--- config.mk ---
export PLATFORM = sky130hd
export DESIGN_NAME = light_window_irq
export DESIGN_NICKNAME = d
export VERILOG_FILES = /design/src/rtl/lwi_pkg.sv /design/src/rtl/lwi_reset_sync.sv /design/src/rtl/lwi_window_cmp.sv /design/src/rtl/lwi_persist_cnt.sv /design/src/rtl/lwi_irq_latch.sv /design/src/rtl/light_window_irq.sv
export SDC_FILE = /design/constraint.sdc
export NUM_CORES = 1
export LEC_CHECK = 0
export BUFFER_PORTS_ARGS = -buffer_cell sky130_fd_sc_hd__buf_2
export CORE_ASPECT_RATIO = 2
export CORE_MARGIN = 2
export CORE_UTILIZATION = 45
export CTS_BUF_LIST = sky130_fd_sc_hd__clkbuf_2
export CTS_CLUSTER_DIAMETER = 50
export DETAILED_ROUTE_END_ITERATION = 8
export PLACE_DENSITY = 0.85
export REMOVE_ABC_BUFFERS = 1
export SYNTH_ARGS = -nofsm -noshare
export SYNTH_HDL_FRONTEND = slang
export SYNTH_SLANG_ARGS = --single-unit
--- constraint.sdc ---
create_clock -name clk -period 0.9 [get_ports clk]
set_clock_uncertainty 0.2 [all_clocks]
set_input_delay 0.18 -clock clk [delete_from_list [all_inputs] [get_ports clk]]
set_output_delay 0.18 -clock clk [all_outputs]
set_load 0.01 [all_outputs]
--- src/rtl/lwi_pkg.sv ---
package lwi_pkg;

  // Number of consecutive out-of-band results needed for a persistence code.
  // Code 0 needs one result; code k>0 needs 2^(k+1).
  function automatic int unsigned persist_runs(input int unsigned code);
    if (code == 0) return 1;
    return 32'd1 << (code + 1);
  endfunction

  // Largest run any code can demand, for a code of the given width.
  function automatic int unsigned max_runs(input int unsigned code_w);
    return persist_runs((32'd1 << code_w) - 1);
  endfunction

endpackage

--- src/rtl/lwi_reset_sync.sv ---
module lwi_reset_sync #(
  parameter int STAGES = 2
) (
  input  logic clk,
  input  logic arst_n,
  output logic rst_n_o
);

  logic [STAGES-1:0] sync_q;

  always_ff @(posedge clk or negedge arst_n) begin
    if (!arst_n) sync_q <= '0;
    else         sync_q <= {sync_q[STAGES-2:0], 1'b1};
  end

  assign rst_n_o = sync_q[STAGES-1];

endmodule

--- src/rtl/lwi_window_cmp.sv ---
module lwi_window_cmp #(
  parameter int DATA_W = 16
) (
  input  logic [DATA_W-1:0] sample_i,
  input  logic [DATA_W-1:0] lo_i,
  input  logic [DATA_W-1:0] hi_i,
  output logic              below_o,
  output logic              above_o,
  output logic              outside_o
);

  // Inclusive bounds: touching a bound already counts as leaving the band.
  always_comb begin
    below_o   = (sample_i <= lo_i);
    above_o   = (sample_i >= hi_i);
    outside_o = below_o | above_o;
  end

endmodule

--- src/rtl/lwi_persist_cnt.sv ---
module lwi_persist_cnt
  import lwi_pkg::*;
#(
  parameter int PCODE_W = 2
) (
  input  logic               clk,
  input  logic               rst_n,
  input  logic               sample_vld_i,
  input  logic               outside_i,
  input  logic               restart_i,
  input  logic [PCODE_W-1:0] code_i,
  output logic               reached_o
);

  localparam int unsigned MAX_RUNS = max_runs(PCODE_W);
  localparam int          CNT_W    = $clog2(MAX_RUNS + 1);

  logic [CNT_W-1:0] count_q, count_d, count_eff;
  logic [CNT_W:0]   target, run_next;
  logic             count_en;

  always_comb begin
    target    = (CNT_W+1)'(persist_runs(int'(code_i)));
    // A clear restarts the run before the current result is counted.
    count_eff = restart_i ? '0 : count_q;
    run_next  = {1'b0, count_eff} + 1'b1;
    reached_o = sample_vld_i & outside_i & (run_next >= target);
    count_en  = sample_vld_i | restart_i;
    count_d   = count_eff;
    if (sample_vld_i) begin
      if (!outside_i)                       count_d = '0;
      else if (count_eff != CNT_W'(MAX_RUNS)) count_d = count_eff + 1'b1;
    end
  end

  always_ff @(posedge clk or negedge rst_n) begin
    if (!rst_n)        count_q <= '0;
    else if (count_en) count_q <= count_d;
  end

  a_r5_inband_restart: assert property (@(posedge clk) disable iff (!rst_n)
    (sample_vld_i && !outside_i) |=> (count_q == '0));

  a_r4_count_bounded: assert property (@(posedge clk) disable iff (!rst_n)
    count_q <= CNT_W'(MAX_RUNS));

  a_r7_clear_restart: assert property (@(posedge clk) disable iff (!rst_n)
    (restart_i && !sample_vld_i) |=> (count_q == '0));

  a_r10_idle_hold: assert property (@(posedge clk) disable iff (!rst_n)
    (!sample_vld_i && !restart_i) |=> $stable(count_q));

endmodule

--- src/rtl/lwi_irq_latch.sv ---
module lwi_irq_latch (
  input  logic clk,
  input  logic rst_n,
  input  logic set_i,
  input  logic clr_i,
  output logic status_o
);

  logic status_q, status_d;

  // Set takes precedence over clear.
  always_comb begin
    status_d = status_q;
    if (clr_i) status_d = 1'b0;
    if (set_i) status_d = 1'b1;
  end

  always_ff @(posedge clk or negedge rst_n) begin
    if (!rst_n) status_q <= 1'b0;
    else        status_q <= status_d;
  end

  assign status_o = status_q;

  a_r6_sticky: assert property (@(posedge clk) disable iff (!rst_n)
    (status_q && !clr_i) |=> status_q);

  a_r7_clear_drops: assert property (@(posedge clk) disable iff (!rst_n)
    (clr_i && !set_i) |=> !status_q);

  a_r8_set_wins: assert property (@(posedge clk) disable iff (!rst_n)
    set_i |=> status_q);

endmodule

--- src/rtl/light_window_irq.sv ---
module light_window_irq
  import lwi_pkg::*;
#(
  parameter int DATA_W      = 16,
  parameter int PCODE_W     = 2,
  parameter int SYNC_STAGES = 2
) (
  input  logic               clk,
  input  logic               arst_n,
  input  logic               conv_done,
  input  logic [DATA_W-1:0]  conv_data,
  input  logic [DATA_W-1:0]  lo_thresh,
  input  logic [DATA_W-1:0]  hi_thresh,
  input  logic [PCODE_W-1:0] persist_code,
  input  logic               status_rd_done,
  output logic               irq_status,
  output logic               irq_n,
  output logic               irq_pull_en
);

  logic rst_n;
  logic below, above, outside;
  logic reached;
  logic status;

  lwi_reset_sync #(.STAGES(SYNC_STAGES)) u_rst (
    .clk     (clk),
    .arst_n  (arst_n),
    .rst_n_o (rst_n)
  );

  lwi_window_cmp #(.DATA_W(DATA_W)) u_cmp (
    .sample_i  (conv_data),
    .lo_i      (lo_thresh),
    .hi_i      (hi_thresh),
    .below_o   (below),
    .above_o   (above),
    .outside_o (outside)
  );

  lwi_persist_cnt #(.PCODE_W(PCODE_W)) u_cnt (
    .clk          (clk),
    .rst_n        (rst_n),
    .sample_vld_i (conv_done),
    .outside_i    (outside),
    .restart_i    (status_rd_done),
    .code_i       (persist_code),
    .reached_o    (reached)
  );

  lwi_irq_latch u_latch (
    .clk      (clk),
    .rst_n    (rst_n),
    .set_i    (reached),
    .clr_i    (status_rd_done),
    .status_o (status)
  );

  // Open-drain pin modelled as an enable of the pull-down.
  assign irq_status  = status;
  assign irq_pull_en = status;
  assign irq_n       = ~status;

  a_r2_rise_needs_outside: assert property (@(posedge clk) disable iff (!rst_n)
    $rose(irq_status) |-> ($past(conv_done) &&
      (($past(conv_data) <= $past(lo_thresh)) || ($past(conv_data) >= $past(hi_thresh)))));

  a_r10_no_done_no_rise: assert property (@(posedge clk) disable iff (!rst_n)
    !conv_done |=> !$rose(irq_status));

  a_r2_bound_flags: assert property (@(posedge clk) disable iff (!rst_n)
    (below && above) |-> (lo_thresh >= hi_thresh));

endmodule

After elaboration in Yosys (flattened, before gate mapping)
Cells that the tools add are included.
{ "classes": {"addsub": 3, "mul": 0, "div": 0, "order_cmp": 3, "n_eq_ne": 1, "shift": 1, "n_mux": 9, "bitwise": 5, "n_reduce_logical": 2} }
{ "op_table": {"columns": ["op", "count"], "rows": [
  ["1-bit by 32-bit << shifter with 6-bit output, first input constant", 1],
  ["5-bit two-way mux", 4],
  ["16-bit >= comparator", 1],
  ["16-bit less-or-equal comparator", 1],
  ["5-bit by 1-bit adder with 6-bit output, second input constant", 1],
  ["6-bit >= comparator", 1],
  ["6-bit two-way mux", 1],
  ["5-bit by 1-bit adder with 5-bit output, second input constant", 1],
  ["5-bit inequality test, second input constant", 1],
  ["1-bit two-way mux", 4],
  ["2-bit by 1-bit adder with 3-bit output, second input constant", 1],
  ["1-bit bitwise AND", 2],
  ["2-bit logical NOT", 1],
  ["1-bit bitwise OR", 2],
  ["2-bit nonzero test", 1],
  ["1-bit inverter", 1]
]} }
{ "word_totals": {"ff_bits": 8, "latchBits": 0, "ramBits": 0, "romBits": 0, "input_bits": 54, "out_inout_bits": 3, "mem_count": 0} }

Logic depth before layout (Yosys ltp)
{ "logic_depth": {"depth_word": 6, "mapped_depth": 9, "mapped_depth_nobuf": 9} }

Hierarchy
A second synthesis with hierarchy kept.
{ "unflattened": {"hier_cells": 179, "hier_area_um2": 1420.1} }
{ "modules_own_cells": {"columns": ["mod", "instances", "cells_per_inst", "area_per_inst_um2"], "rows": [
  ["lwi_window_cmp", 1, 111, 803.3],
  ["lwi_persist_cnt", 1, 60, 515.5],
  ["lwi_reset_sync", 1, 3, 53.8],
  ["lwi_irq_latch", 1, 3, 36.3],
  ["light_window_irq", 1, 2, 11.3]
]} }

Worst setup path before layout
OpenSTA, ideal clock, no wires.
{ "synth_path": {"kind": "register to register", "from": "register u_cnt.count_q[0]", "to": "register u_latch.status_q (netlist: u_latch.status_o)", "setup_time_ns": 0.130, "t_arrival_ns": 1.727, "slack_ns": -1.157, "stages_incl_launch_ff": 10, "n_path_buf": 0, "synth_period_minus_slack_ns": 2.057, "cell_sequence": "dfrtp_1 nor2b_1 ha_1 nand3_1 xor2_1 nor2_1 ha_1 a21o_1 a21oi_1 o32ai_2"} }
{ "synth_between": {"elab_chain_len": 5, "word_cells_on_any_way": 6, "cone_classes": "add/sub: 1; order compare: 1; mux: 2; bitwise: 1; reduce/logical: 1"} }
{ "synth_lines": {"columns": ["element", "line_no", "rtl"], "rows": [
  ["start, declared", "lwi_persist_cnt.sv:18", "logic [CNT_W-1:0] count_q, count_d, count_eff;"],
  ["start signal, assigned", "lwi_persist_cnt.sv:38", "else if (count_en) count_q <= count_d;"],
  ["5-bit two-way mux *", "lwi_persist_cnt.sv:25", "count_eff = restart_i ? '0 : count_q;"],
  ["5-bit by 1-bit adder with 6-bit output *", "lwi_persist_cnt.sv:26", "run_next = {1'b0, count_eff} + 1'b1;"],
  ["6-bit >= comparator *", "lwi_persist_cnt.sv:27", "reached_o = sample_vld_i & outside_i & (run_next >= target);"],
  ["1-bit bitwise AND *", "lwi_persist_cnt.sv:27", null],
  ["1-bit two-way mux or 2-bit nonzero test (tied branches)", null, null],
  ["end signal, assigned", "lwi_irq_latch.sv:20", "else status_q <= status_d;"],
  ["end, declared", "lwi_irq_latch.sv:9", "logic status_q, status_d;"]
]} }
Every way passes the cells marked *; elsewhere a longest branch is shown, timed or not.
A chain may end at the register's enable or synchronous reset.

Worst setup path after layout
Same ends and word-level chain as after synthesis.

==> flow_metrics.py <==
metrics = {
    "worst_setup_path": {
        "critical_path_class": "flop to flop",
        "crit_family": "compound AO/OA/AOI/OAI gates",
        "r2r_end": "u_latch.status_o$_DFFE_PN0P_",
        "crit_arrival_ns": 2.07,
        "cp_common_cell": "a21oi_2",
        "cp_max_fo": 2,
        "endpoint": "u_latch.status_o$_DFFE_PN0P_",
        "regToRegStartpoint": "u_cnt.count_q[0]$_DFFE_PN0P_",
        "crit_path_end_kind": "flop",
        "path_cells": "buf_4 > nand3_2 > xor2_1 > nor2_1 > ha_1 > a21oi_2 > o21ai_1 > a21o_1 > a21oi_2 > o32ai_2",
        "worst_setup_path_start_kind": "flop",
        "worst-path-stages": 10,
        "rrSetupSlack_ns": -1.23,
        "startpoint": "u_cnt.count_q[0]$_DFFE_PN0P_",
        "crit_slowest_cell": "dfrtp_1",
        "worstPathRequired_ns": 0.84,
        "cp_num_buf_inv": 1,
        "slowest_delay_ns": 0.39,
        "reg2regPathDepth": 10,
    },
    "global_routing": {
        "antenna_found_initial": 0,
        "grt_pass1_wl_mm": 7.91,
        "grt_overflow": 0,
        "grt_pass1_vias": 1880,
        "grt_max_degree": 9,
        "grt_usage_pct": 28.3,
    },
    "logic_synthesis": {
        "synth_area_leader_cell": "ha_1",
        "synthCells": 178,
        "netlist_top_cells_area": "ha_1 35%, dfrtp_1 14%, inv_1 9.6%",
        "synth_top_flop_cell": "dfrtp_1",
        "ys_ff_latch": 8,
        "yosysMostFrequentCell": "ha_1",
        "synth_cell_types": 34,
        "synth_edf_count": 0,
        "netlist_area_um2": 1450,
        "yosysSeqAreaShare_pct": 13.8,
        "avgSynthCellArea_um2": 8.13,
        "ys_async_sr_fraction_pct": 100,
        "yosysWarnings": 0,
        "netlist_top_cells_count": "40 x ha_1, 37 x inv_1, 17 x a21oi_1",
        "synth_top_area_share_pct": 34.6,
    },
    "timing": {
        "tns_ns": -7.01,
        "max_freq_ghz": 0.470,
        "min_period_ns": 2.13,
        "hold_viol": 6,
        "maxSlewViolCount": 0,
        "layout_setup_ws_ns": -1.23,
        "finalSetupViolations": 9,
        "timing.final.crit_share_pct": 237,
        "holdWs_ns": -0.0784,
        "rsz0062_at_grt": "yes",
    },
    "detailed_routing": {
        "routed_wl_mm": 4.99,
        "vias": 1668,
        "route.detailed.wl_per_inst_um": 16.5,
        "drt_iter0_markers": 25,
        "wl_met3_um": 167,
        "viasPerCell": 5.50,
        "wirelength_met1_mm": 1.53,
        "dr_wl_met2_mm": 2.94,
        "firstDrtPassIters": 4,
        "ant_nets": 0,
        "top_layer": "met4",
        "drc": 0,
    },
    "place": {
        "gp_congestion": 0.944,
        "place_inst": 289,
        "port_buffers": 56,
        "dp_hpwl_mm": 3.39,
        "detailed_place.area_um2": 1940,
        "pre_cts_slack_ns": -1.31,
    },
    "pwr": {
        "p_sw_share_pct": 39.9,
        "p_total_mw": 1.82,
        "power_frac_comb_pct": 64.2,
        "switchingPower_mw": 0.725,
        "leakage_nw": 1.23,
        "p_clk_share_pct": 13.4,
        "ir_drop_uv": 404,
        "intPower_mw": 1.09,
        "p_per_area_nw_per_um2": 739,
        "seq_power_share_pct": 22.4,
    },
    "die": {
        "core_area_um2": 3120,
        "initial_core_util_pct": 46.4,
        "die-area_um2": 3710,
        "io_pins": 57,
        "die-width_um": 44.1,
        "rows": 29,
        "die_y_um": 84.2,
    },
    "clocking": {
        "clk_latency_ns": 0.26,
        "cts-root-buf": "clkbuf_2",
        "cts_tree": "yes",
        "clk_pin_slew_ns": 0.09,
        "cts-hold-fix-buffers": 1,
        "htree_levels": 1,
        "clock-sinks": 8,
        "cts_buffer_depth": 2,
        "cts_buffers": 3,
    },
    "cells_and_area": {
        "fill_cells": 194,
        "fin_cells": 303,
        "final_util_pct": 78.9,
        "n_antenna_cell": 0,
        "layout-drive-gt1-share_pct": 55.5,
        "nets": 368,
        "areaGrowthSynthToFinish_pct": 70.3,
        "stdcell_area_um2": 2460,
    },
    "worst_hold_path": {
        "hold_path_class": "flop to async pin",
    },
    "run_status": {
        "outcome": "complete, but fails checks",
        "failed_checks": "negative hold slack, negative setup slack",
    },
    "flow_run": {
        "maxCapViolations": 0,
    },
}
-- repair_timing --
action,in CTS,in global routing
resized for setup,73,7
endpoints found under the setup margin,9,9
cloned,0,0
setup buffers,9,2
pin swaps,14,3
endpoints found under the hold margin,8,6
-- area by class of cell --
cell class                      instances  area [um2]  share of cell area (%)
Timing Repair Buffer                   91         614                    24.9
Clock buffer                            3        15.0                   0.609
Inverter                               37         146                    5.94
Sequential cell                         8         200                    8.13
Tap cell                               31        38.8                    1.57
Multi-Input combinational cell        133        1450                    58.8
-- how the worst min path moves through the flow --
| stage | start | to | cells past startpoint |
|---|---|---|---|
| 2_1_floorplan | arst_n | u_rst.sync_q[0]$_DFF_PN0_ | 0 |
| 3_3_place_gp | arst_n | u_rst.sync_q[0]$_DFF_PN0_ | 1 |
| 3_5_place_dp | arst_n | u_rst.sync_q[1]$_DFF_PN0_ | 1 |
| 4_1_cts | u_rst.sync_q[1]$_DFF_PN0_ | u_cnt.count_q[2]$_DFFE_PN0P_ | 0 |
| 5_1_grt | u_rst.sync_q[1]$_DFF_PN0_ | u_cnt.count_q[2]$_DFFE_PN0P_ | 0 |
| 6_report | u_rst.sync_q[1]$_DFF_PN0_ | u_cnt.count_q[2]$_DFFE_PN0P_ | 0 |
-- state kept, by name, indices dropped and copies added (netlist names) --
signal	count
u_cnt.count_q	5
u_rst.sync_q	2
u_latch.status_o	1
-- worst reg2reg max path, delay by kind of cell, from the launching register on --
| family | cells | cell delay [ns] |
|---|---|---|
| AOI/OAI and AO/OA | 5 | 0.61 |
| xor gates and xnor gates | 1 | 0.17 |
| adders and majority gates | 1 | 0.29 |
| buffers and inverters | 1 | 0.13 |
| DFF | 1 | 0.39 |
| and+or+nand+nor | 2 | 0.23 |
-- cell usage in the layout (no fill, tap or decap), types with 2 or more instances in the layout --
cell and n:
nand2_1 11, xor2_1 2, nand2_2 2, conb_1 3, buf_4 35, inv_2 7
o21ai_2 2, o21ai_0 3, a21oi_1 12, clkbuf_2 3, nand3_2 2, nor2b_4 2
o22ai_2 2, nor3_1 4, nand4_1 5, a21oi_2 3, ha_2 2, buf_6 9
buf_2 45, nor2_1 9, dfrtp_1 8, ha_1 20, ha_4 18, inv_4 3
inv_1 27, nand2b_1 6, a21oi_4 2, o21ai_1 5
-- logic make-up (layout without fill, tap and decap cells) --
family / Yosys count / count (layout) / share of synthesized area, %
and+or+nand+nor: 48 / 48 / 18.0
adders and majority gates: 40 / 40 / 34.6
AOI/OAI and AO/OA: 39 / 39 / 21.1
buffers and inverters: 39 / 131 / 10.4
DFF: 8 / 8 / 13.8
xor gates and xnor gates: 3 / 3 / 1.82
other: 1 / 3 / 0.259
-- per-layer routing --
layer | vias up | GRT usage, %
li1 | 805 | -
met1 | 766 | 23.7
met2 | 68 | 58.2
met3 | 29 | 1.51
met4 | 0 | 15.7
met5 | - | 0
-- power groups by stage --
stage | sequential [mW] | clock, mW | combinational, mW
final | 0.407 | 0.244 | 1.17
after global routing | 0.410 | 0.264 | 1.29
after CTS | 0.403 | 0.234 | 1.08
after detailed placement | 0.408 | 0 | 0.786
after global placement | 0.406 | 0 | 0.744
after floorplan | 0.411 | 0 | 0.418
(Power assumes the default switching activity.)
